[src/rtl/gfe_pkg.sv]
package gfe_pkg;
  localparam int FRAME_W = 32;
  localparam int ADDR_W  = 8;
  localparam int DATA_W  = 16;

  typedef enum logic [1:0] {
    OP_REG_RD  = 2'd0,
    OP_REG_WR  = 2'd1,
    OP_RATE_RD = 2'd2,
    OP_RATE_AL = 2'd3
  } gfe_op_e;

  localparam logic [2:0] HDR_RATE = 3'b001;
  localparam logic [2:0] HDR_WR   = 3'b010;
  localparam logic [2:0] HDR_RD   = 3'b100;

  // field positions in command and reply
  localparam int ADDR_LSB = 17;
  localparam int WDAT_LSB = 1;
  localparam int RREG_LSB = 5;
  localparam int RATE_LSB = 10;
  localparam int STAT_LSB = 26;
  localparam int ERRF_LSB = 29;
endpackage

[src/rtl/gfe_cmd_build.sv]
module gfe_cmd_build
  import gfe_pkg::*;
(
  input  gfe_op_e              op_i,
  input  logic [ADDR_W-1:0]    addr_i,
  input  logic [DATA_W-1:0]    wdata_i,
  output logic [FRAME_W-1:0]   word_o
);
  logic [FRAME_W-1:0] body;

  always_comb begin
    body = '0;
    unique case (op_i)
      OP_REG_RD: begin
        body[FRAME_W-1 -: 3]           = HDR_RD;
        body[ADDR_LSB +: ADDR_W]       = addr_i;
      end
      OP_REG_WR: begin
        body[FRAME_W-1 -: 3]           = HDR_WR;
        body[ADDR_LSB +: ADDR_W]       = addr_i;
        body[WDAT_LSB +: DATA_W]       = wdata_i;
      end
      default: body[FRAME_W-1 -: 3]    = HDR_RATE;
    endcase
    // parity bit makes total ones odd
    word_o = {body[FRAME_W-1:1], ~^body[FRAME_W-1:1]};
  end
endmodule

[src/rtl/gfe_spi_shift.sv]
module gfe_spi_shift
  import gfe_pkg::*;
#(
  parameter int CLK_DIV = 4
) (
  input  logic               clk_i,
  input  logic               rst_ni,
  input  logic               start_i,
  input  logic [FRAME_W-1:0] tx_word_i,
  output logic               fin_o,
  output logic [FRAME_W-1:0] rx_word_o,
  output logic               sclk_o,
  output logic               cs_no,
  output logic               mosi_o,
  input  logic               miso_i
);
  localparam int DW = (CLK_DIV > 1) ? $clog2(CLK_DIV) : 1;
  localparam int BW = $clog2(FRAME_W);

  logic               active_q;
  logic [DW-1:0]      div_q;
  logic [BW-1:0]      bit_q;
  logic [FRAME_W-1:0] tx_q, rx_q;
  logic               half_end;

  assign half_end = (div_q == DW'(CLK_DIV - 1));

  always_ff @(posedge clk_i or negedge rst_ni) begin
    if (!rst_ni) begin
      active_q <= 1'b0;
      div_q    <= '0;
      bit_q    <= '0;
      tx_q     <= '0;
      rx_q     <= '0;
      sclk_o   <= 1'b0;
      fin_o    <= 1'b0;
    end else begin
      fin_o <= 1'b0;
      if (!active_q) begin
        if (start_i) begin
          active_q <= 1'b1;
          tx_q     <= tx_word_i;
          div_q    <= '0;
          bit_q    <= '0;
          sclk_o   <= 1'b0;
        end
      end else if (half_end) begin
        div_q <= '0;
        if (!sclk_o) begin
          sclk_o <= 1'b1;
          rx_q   <= {rx_q[FRAME_W-2:0], miso_i};
        end else begin
          sclk_o <= 1'b0;
          if (bit_q == BW'(FRAME_W - 1)) begin
            active_q <= 1'b0;
            fin_o    <= 1'b1;
          end else begin
            bit_q <= bit_q + 1'b1;
            tx_q  <= {tx_q[FRAME_W-2:0], 1'b0};
          end
        end
      end else begin
        div_q <= div_q + 1'b1;
      end
    end
  end

  assign cs_no     = ~active_q;
  assign mosi_o    = tx_q[FRAME_W-1];
  assign rx_word_o = rx_q;

  p_sclk_idle_r4: assert property (@(posedge clk_i) disable iff (!rst_ni)
    cs_no |-> !sclk_o);
  p_mosi_hold_r4: assert property (@(posedge clk_i) disable iff (!rst_ni)
    $rose(sclk_o) |-> $stable(mosi_o));
endmodule

[src/rtl/gfe_reply_dec.sv]
module gfe_reply_dec
  import gfe_pkg::*;
(
  input  gfe_op_e            op_i,
  input  logic [FRAME_W-1:0] rx_word_i,
  output logic [DATA_W-1:0]  data_o,
  output logic [1:0]         status_o,
  output logic [2:0]         errf_o,
  output logic               err_o
);
  logic unused_bits;
  assign unused_bits = ^{rx_word_i[28], rx_word_i[4:0]};

  always_comb begin
    data_o   = '0;
    status_o = '0;
    errf_o   = '0;
    if (op_i != OP_REG_WR) begin
      data_o   = (op_i == OP_REG_RD) ? rx_word_i[RREG_LSB +: DATA_W]
                                     : rx_word_i[RATE_LSB +: DATA_W];
      status_o = rx_word_i[STAT_LSB +: 2];
      errf_o   = rx_word_i[ERRF_LSB +: 3];
    end
    err_o = |errf_o;
  end
endmodule

[src/rtl/gyro_frame_eng.sv]
module gyro_frame_eng
  import gfe_pkg::*;
#(
  parameter int CLK_DIV      = 4,
  parameter int WR_GUARD_CYC = 10000
) (
  input  logic               clk_i,
  input  logic               rst_ni,
  input  logic               req_valid_i,
  output logic               req_ready_o,
  input  logic [1:0]         req_op_i,
  input  logic [ADDR_W-1:0]  req_addr_i,
  input  logic [DATA_W-1:0]  req_wdata_i,
  output logic               busy_o,
  output logic               done_o,
  output logic               err_o,
  output logic [DATA_W-1:0]  rsp_data_o,
  output logic [1:0]         rsp_status_o,
  output logic [2:0]         rsp_errf_o,
  output logic               sclk_o,
  output logic               cs_no,
  output logic               mosi_o,
  input  logic               miso_i
);
  localparam int GAP_CYC = 2 * CLK_DIV;
  localparam int WMAX    = (WR_GUARD_CYC > GAP_CYC) ? WR_GUARD_CYC : GAP_CYC;
  localparam int CW      = $clog2(WMAX + 1);

  typedef enum logic [1:0] {ST_IDLE, ST_FRAME, ST_WAIT} st_e;

  st_e                state_q;
  gfe_op_e            op_q;
  logic               second_q, last_q;
  logic [CW-1:0]      cnt_q, tgt_q;
  logic [FRAME_W-1:0] cmd_word, tx_word, rx_word;
  logic               start, fin, wait_end;
  logic [DATA_W-1:0]  dec_data;
  logic [1:0]         dec_stat;
  logic [2:0]         dec_errf;
  logic               dec_err;

  gfe_cmd_build u_build (
    .op_i    (gfe_op_e'(req_op_i)),
    .addr_i  (req_addr_i),
    .wdata_i (req_wdata_i),
    .word_o  (cmd_word)
  );

  assign wait_end = (state_q == ST_WAIT) && (cnt_q == tgt_q - CW'(1));
  assign start    = ((state_q == ST_IDLE) && req_valid_i) || (wait_end && !last_q);
  // fetch frame clocks zeros
  assign tx_word  = (state_q == ST_IDLE) ? cmd_word : '0;

  gfe_spi_shift #(.CLK_DIV(CLK_DIV)) u_shift (
    .clk_i     (clk_i),
    .rst_ni    (rst_ni),
    .start_i   (start),
    .tx_word_i (tx_word),
    .fin_o     (fin),
    .rx_word_o (rx_word),
    .sclk_o    (sclk_o),
    .cs_no     (cs_no),
    .mosi_o    (mosi_o),
    .miso_i    (miso_i)
  );

  gfe_reply_dec u_dec (
    .op_i      (op_q),
    .rx_word_i (rx_word),
    .data_o    (dec_data),
    .status_o  (dec_stat),
    .errf_o    (dec_errf),
    .err_o     (dec_err)
  );

  always_ff @(posedge clk_i or negedge rst_ni) begin
    if (!rst_ni) begin
      state_q      <= ST_IDLE;
      op_q         <= OP_RATE_RD;
      second_q     <= 1'b0;
      last_q       <= 1'b0;
      cnt_q        <= '0;
      tgt_q        <= CW'(1);
      done_o       <= 1'b0;
      err_o        <= 1'b0;
      rsp_data_o   <= '0;
      rsp_status_o <= '0;
      rsp_errf_o   <= '0;
    end else begin
      done_o <= 1'b0;
      unique case (state_q)
        ST_IDLE: if (req_valid_i) begin
          op_q     <= gfe_op_e'(req_op_i);
          second_q <= 1'b0;
          state_q  <= ST_FRAME;
        end
        ST_FRAME: if (fin) begin
          cnt_q   <= '0;
          state_q <= ST_WAIT;
          if (op_q == OP_REG_WR) begin
            tgt_q  <= CW'(WR_GUARD_CYC);
            last_q <= 1'b1;
          end else begin
            tgt_q  <= CW'(GAP_CYC);
            last_q <= second_q;
          end
        end
        ST_WAIT: if (wait_end) begin
          if (last_q) begin
            done_o       <= 1'b1;
            err_o        <= dec_err;
            rsp_data_o   <= dec_data;
            rsp_status_o <= dec_stat;
            rsp_errf_o   <= dec_errf;
            state_q      <= ST_IDLE;
          end else begin
            second_q <= 1'b1;
            state_q  <= ST_FRAME;
          end
        end else begin
          cnt_q <= cnt_q + 1'b1;
        end
        default: state_q <= ST_IDLE;
      endcase
    end
  end

  assign req_ready_o = (state_q == ST_IDLE);
  assign busy_o      = (state_q != ST_IDLE);

  p_cmd_hdr_r1: assert property (@(posedge clk_i) disable iff (!rst_ni)
    (start && state_q == ST_IDLE) |-> ($countones(tx_word[FRAME_W-1 -: 3]) == 1));
  p_odd_parity_r3: assert property (@(posedge clk_i) disable iff (!rst_ni)
    (start && state_q == ST_IDLE) |-> ($countones(tx_word) % 2 == 1));
  p_accept_busy_r11: assert property (@(posedge clk_i) disable iff (!rst_ni)
    (req_valid_i && req_ready_o) |=> (busy_o && !cs_no));
  p_done_pulse_r11: assert property (@(posedge clk_i) disable iff (!rst_ni)
    done_o |=> !done_o);
  p_err_field_r8: assert property (@(posedge clk_i) disable iff (!rst_ni)
    (done_o && err_o) |-> (rsp_errf_o != 3'b000));
  p_gap_start_r9: assert property (@(posedge clk_i) disable iff (!rst_ni)
    $rose(cs_no) |=> cs_no);
endmodule

[config.mk]
export PLATFORM = sky130hd
export DESIGN_NAME = gyro_frame_eng
export DESIGN_NICKNAME = d
export VERILOG_FILES = /design/src/rtl/gfe_pkg.sv /design/src/rtl/gfe_cmd_build.sv /design/src/rtl/gfe_spi_shift.sv /design/src/rtl/gfe_reply_dec.sv /design/src/rtl/gyro_frame_eng.sv
export SDC_FILE = /design/constraint.sdc
export NUM_CORES = 1
export LEC_CHECK = 0
export BUFFER_PORTS_ARGS = -buffer_cell sky130_fd_sc_hd__buf_2
export CORE_ASPECT_RATIO = 1.2
export CORE_MARGIN = 5
export CORE_UTILIZATION = 40
export CTS_CLUSTER_DIAMETER = 50
export DETAILED_ROUTE_END_ITERATION = 12
export PLACE_DENSITY = 0.63
export SLEW_MARGIN = 20
export SYNTH_ARGS = -nofsm -noshare
export SYNTH_HDL_FRONTEND = slang
export SYNTH_SLANG_ARGS = --single-unit
[constraint.sdc]
create_clock -name clk_i -period 3.8 [get_ports clk_i]
set_input_delay 0.76 -clock clk_i [delete_from_list [all_inputs] [get_ports clk_i]]
set_output_delay 0.76 -clock clk_i [all_outputs]
set_load 0.02 [all_outputs]
==> impl_metrics.ini, run 1 <==
[setup_path]
start_kind = flip-flop
path_delay_family = simple AND/OR/NAND/NOR gates
crit_path_end_kind = flip-flop
critical_path_cell_count = 9
cp_data_arrival_time_ps = 3180
cp_slowest_stage_delay_ps = 540
crit_buf_inv = 1
crit_fanout = 54
cp.required_ps = 4110
cpMaxStageDelayCell = buf_4
path_cells = or3_4 > ha_1 > and3_1 > o211ai_1 > nor2_1 > a221oi_4 > buf_4 > nand2_1 > o31ai_1
worstRegToRegCells = 9
worst-setup-path-type = reg2reg

[finish]
mostFrequentLayoutCells = dfrtp_1, buf_2, nand2_1
final_layout_size_suffix_gt1_share_pct = 26.7
fin_util_pct = 48.2
final_common_cell = dfrtp_1
synthToLayoutAreaGrowth_pct = 17.6
num_antenna_cells = 0
final_nets = 626

[floorplan]
num_io_pins = 58
die_w_um = 119
rows = 47
start_util_pct = 41.0
die_area_um2 = 16800
die_h_um = 141
design.core.area_um2 = 13900

[global_routing]
grt_use_total_pct = 14.4
grt_pass1_wl_mm = 19.9
overflow = 0
grt_pass1_vias = 4111
use_met2_pct = 23.1
grt_max_degree = 66
antenna_found_initial = 0
grtUsageMet3_pct = 4.13
grt_most_used_layer = met2
grtUsageMet1_pct = 18.6

[pwr]
irDropWorstVdd_uv = 281
power-per-cell-area_nw_per_um2 = 650
leakagePower_nw = 3.11

[logic_synthesis]
synth-async-reset-ratio_pct = 100
synth.avg_cell_area_um2 = 10.7
synth-seq-cells = 120
ys_seq_area_share_pct = 52.6
ys_dominant_reg_cell = dfrtp_1
synthCells = 534
yosysWarnings = 0
syn_nets = 572
synth-edff-count = 0
synth.cell_area_um2 = 5720
ys_types = 52

[routing]
drc = 0
wl_per_cell_um = 14.5
routed_wl_mm = 11.2
via_per_inst = 5.20
vias = 4011
drt_iter0_markers = 181
ant_nets = 0
first_pass_iters = 5

[placed_design]
gp_congestion = 0.769
portBuffers = 57
dp_hpwl_mm = 7.64

[cts]
h-tree-depth = 4
numCtsBuffers = 17
root_buffer = clkbuf_16
cts_hold_buf = 0
cts_sinks = 120
clkSlewWorstSetupHoldPaths_ps = 50
clock_path_buffers = 2
cts_tree = built
clk_latency_ps = 410
post-cts-setup-buffers = 0
ctsResizeCount = 0

[sta]
hold_viol_final = 0
fin_crit_ps = 2880
maxSlewViolCount = 0
rsz0062_at_grt = false
fmax_ghz = 0.347
fin_skew_ps = 9.71
tightest_slew_ps = 965
relSlewSlack_pct = 35.2
setup_viol = 0
tns_ps = 0
fin_crit_sh_pct = 75.8

[job]
drv_cap = 0

[outcome]
outcome = completed

[worst_hold_path]
hp-class = in2async
[synth_stat cells, types with 2 or more instances]
cell type	instances	area, um^2
a21oi_1	40	200
ha_1	8	100
or3_1	2	12.5
buf_2	2	10.0
nand3_1	15	75.1
nand4_1	3	18.8
nor2_1	35	131
nor3b_1	16	120
nor2b_1	2	12.5
dfstp_2	2	52.6
buf_6	5	56.3
o21ai_0	8	40.0
a21o_1	2	15.0
clkbuf_1	15	56.3
nand2_1	50	188
nand2_2	10	62.6
dfrtp_1	118	2950
buf_4	4	30.0
and3_1	7	43.8
xor2_1	7	61.3
mux2i_1	5	50.1
mux2_2	33	372
xnor2_1	28	245
a31oi_1	2	12.5
nor3_1	7	35.0
a22oi_1	25	188
buf_1	3	11.3
o21ai_2	10	87.6
nor4_2	3	37.5
and2_1	2	12.5
inv_1	16	60.1
o21ai_1	26	130
nand2b_1	4	25.0
[per-stage QoR]
step	cells	power [mW]	area [um^2]	setup WS, ps	hold WS, ps
floorplan	534	2.55	5720	1300	436
global placement	740	2.74	6120	993	450
detailed placement	740	2.79	6120	921	464
CTS	771	4.43	6720	909	471
global route	771	4.65	6720	691	491
finish	771	4.37	6720	921	448
[registers in the layout (all words and copies together) (netlist names)]
register,cells
u_shift.div_q,2
u_shift.active_q,1
u_shift.rx_word_o,32
done_o,1
op_q,2
err_o,1
state_q,2
u_shift.fin_o,1
cnt_q,14
tgt_q,3
rsp_data_o,16
u_shift.bit_q,5
u_shift.sclk_o,1
u_shift.tx_q,32
rsp_status_o,2
rsp_errf_o,3
last_q,1
second_q,1
[power by group]
group / leakage [nW] / internal (mW) / total (mW) / switching (mW)
sequential: 1.59 / 1.53 / 1.80 / 0.262
combinational: 1.22 / 0.419 / 0.952 / 0.533
clock: 0.300 / 1.06 / 1.62 / 0.560
[kinds of logic after synthesis]
family | synth area share [%]
DFF | 52.6
AOI/OAI and AO/OA | 13.9
muxes | 7.77
xor gates and xnor gates | 5.36
and+or+nand+nor | 14.6
adders and majority gates | 1.75
buffers and inverters | 3.98
[area by class of cell]
type                            count  area [um^2]
Multi-Input combinational cell    368         2480
Timing Repair Buffer               64          353
Sequential cell                   120         3010
Inverter                           17         63.8
Clock buffer                       20          457
Tap cell                          171          214
Clock inverter                     11          145
Fill cell                        1285         7220
[layer usage]
metal	part of all wire, %	vias up
li1	-	1990
met1	46	1947
met2	49	64
met3	3.8	10
met4	1.2	0
met5	0	-
[worst register-to-register path, delay by kind of cell (launching register included)]
family | cells | cell delay [ps]
AND/OR/NAND/NOR | 4 | 860
AO/OA/AOI/OAI | 3 | 700
buffers and inverters | 1 | 540
flip-flops | 1 | 390
adder cells (fa/ha/maj) | 1 | 300
[worst paths after layout]
kind                            slack (ps)          start               end
worst max-delay path                   920      tgt_q[10]  u_shift.bit_q[0]
worst min-delay path                   450         rst_ni          cnt_q[4]
worst max register to register         920      tgt_q[10]  u_shift.bit_q[0]
worst min register to register         470  u_shift.fin_o        state_q[0]
max in group asynchronous             2530         rst_ni           op_q[1]
min in group clk_i                     470  u_shift.fin_o        state_q[0]
Note: power is estimated with default switching activity, not from simulation.
==> inputs of run 2 (changes only) <==
--- a/config.mk
+++ b/config.mk
@@ -11,7 +11,7 @@
 export CORE_UTILIZATION = 40
 export CTS_CLUSTER_DIAMETER = 50
 export DETAILED_ROUTE_END_ITERATION = 12
-export PLACE_DENSITY = 0.63
+export PLACE_DENSITY = 0.65
 export SLEW_MARGIN = 20
 export SYNTH_ARGS = -nofsm -noshare
 export SYNTH_HDL_FRONTEND = slang
==> constraint.sdc (replaced) <==
create_clock -name clk_i -period 2.35 [get_ports clk_i]
set_input_delay 0.47 -clock clk_i [delete_from_list [all_inputs] [get_ports clk_i]]
set_output_delay 0.47 -clock clk_i [all_outputs]
set_load 0.02 [all_outputs]
==> run 2 against run 1 <==
  * The run now ends with negative setup slack left
  * Clock power increased by 62%
  * Via count increased by 9.2%
  * Count of clock-buffer cells in the layout is 1 higher
  * Fmax is 16% higher
  * Clock skew about the same
  * Critical path depth rose by 1
  * Critical path type unchanged
==> impl_metrics.ini, run 2 (synthesis gave the netlist of run 1 again) <==
[outcome]
outcome = finished with violations
violations = negative setup slack

[setup_path]
cpMaxStageDelayCell = or3_4
crit_buf_inv = 2
crit_fanout = 8
cp.required_ps = 2640
path_cells = or3_4 > ha_4 > and3_4 > o211ai_1 > buf_4 > o41ai_4 > buf_6 > nor3_1 > xnor2_1 > nor2_1
worst-setup-path-type = reg2reg
cp_slowest_stage_delay_ps = 400
start_kind = flip-flop
crit_path_end_kind = flip-flop
cp_data_arrival_time_ps = 2760
path_delay_family = simple AND/OR/NAND/NOR gates

[cts]
cts_tree = built
h-tree-depth = 4
clock_path_buffers = 2
clkSlewWorstSetupHoldPaths_ps = 60
root_buffer = clkbuf_16
clk_latency_ps = 410
numCtsBuffers = 17
cts_sinks = 120

[finish]
design_area_um2 = 7420
regArea_um2 = 3010
multi_input_area_um2 = 2640
final_common_cell = dfrtp_1
num_antenna_cells = 0
nFillCells = 1148
synthToLayoutAreaGrowth_pct = 29.8
final_layout_size_suffix_gt1_share_pct = 34.9
mostFrequentLayoutCells = dfrtp_1, buf_2, nand2_1
fin_util_pct = 53.2
final_nets = 666

[sta]
maxSlewViolCount = 0
fin_crit_sh_pct = 105
fin_ws_ps = -126
hold_viol_final = 0
setup_viol = 63
tightest_slew_ps = 411
fin_crit_ps = 2480
rsz0062_at_grt = true
whs_ps = 299
relSlewSlack_pct = 72.5
fin_skew_ps = 9.43
tns_ps = -4030
fmax_ghz = 0.404

[floorplan]
die_h_um = 141
die_area_um2 = 16800
rows = 47
design.core.area_um2 = 13900
start_util_pct = 41.0
num_io_pins = 58
die_w_um = 119

[job]
drv_cap = 0

[global_routing]
grt_max_degree = 56
grtUsageMet1_pct = 19.9
grtUsageMet3_pct = 4.29
grt_pass1_wl_mm = 21.8
grt_use_total_pct = 16.1
grt_pass1_vias = 4406
use_met2_pct = 26.7
antenna_found_initial = 0
overflow = 0
grt_most_used_layer = met2

[pwr]
power-per-cell-area_nw_per_um2 = 1040
leakagePower_nw = 3.41
irDropWorstVdd_uv = 563

[placed_design]
portBuffers = 57
place_area_um2 = 6380
dp_hpwl_mm = 8.43
gp_congestion = 0.786

[routing]
vias = 4381
first_pass_iters = 5
drt_iter0_markers = 234
wl_per_cell_um = 16.5
via_per_inst = 5.40
drc = 0
ant_nets = 0
routed_wl_mm = 13.4

[worst_hold_path]
hp-class = in2reg
## run 2: changes by cell type in the layout (fill, tap and decap cells not counted), sizes merged
cell,previous run,this run
clkbuf,20,24
dlygate4sd3,0,1
buf,64,100
inv,18,17
clkinv,7,4
clkinvlp,0,4
## run 2: final timing paths
| path | from | to | slack (ps) | cells past startpoint |
|---|---|---|---|---|
| setup / recovery | tgt_q[0] | cnt_q[13] | -130 | 10 |
| max in group asynchronous | rst_ni | tgt_q[0] | 1180 | 3 |
| hold reg to reg | u_shift.fin_o | state_q[0] | 450 | 1 |
| hold / removal | miso_i | u_shift.rx_word_o[0] | 300 | 2 |
| min in group asynchronous | rst_ni | state_q[1] | 510 | 2 |
| setup reg to reg | tgt_q[0] | cnt_q[13] | -130 | 10 |
## run 2: final cells by class
type	count	area share [%]
flip-flops and latches	120	40.5
multi-input cells	368	35.5
repair buffers	104	12.2
clock buffers	21	6.07
well taps	171	2.88
clock inverters	11	1.99
inverters	17	0.860
## run 2: power breakdown
part           internal (mW)  switching, mW
logic                   1.07           1.21
registers               2.48          0.312
clock network           1.70          0.935
total                   5.25           2.46
## run 2: timing repair
action                                 4_1_cts  5_1_grt
gates resized for setup                     17       36
hold buffers                                 1        0
pin swaps                                    5       11
gates cloned                                 4        3
buffers inserted                             6        1
setup endpoints to repair                   52       80
endpoints found under the hold margin       19        0
## run 2: per-stage QoR
stage | total power [mW] | std cells | setup WS, ps
detailed placement | 4.75 | 766 | -117
finish | 7.71 | 812 | -126
CTS | 7.53 | 809 | -98.7
global route | 8.11 | 812 | -253
floorplan | 4.13 | 534 | -50.0
global placement | 4.66 | 766 | -57.7
## run 2: routing by layer
layer	wire length [um]	share of wire, %
met1	5680	42
met2	6910	52
met3	549	4.1
met4	232	1.7
met5	0	0
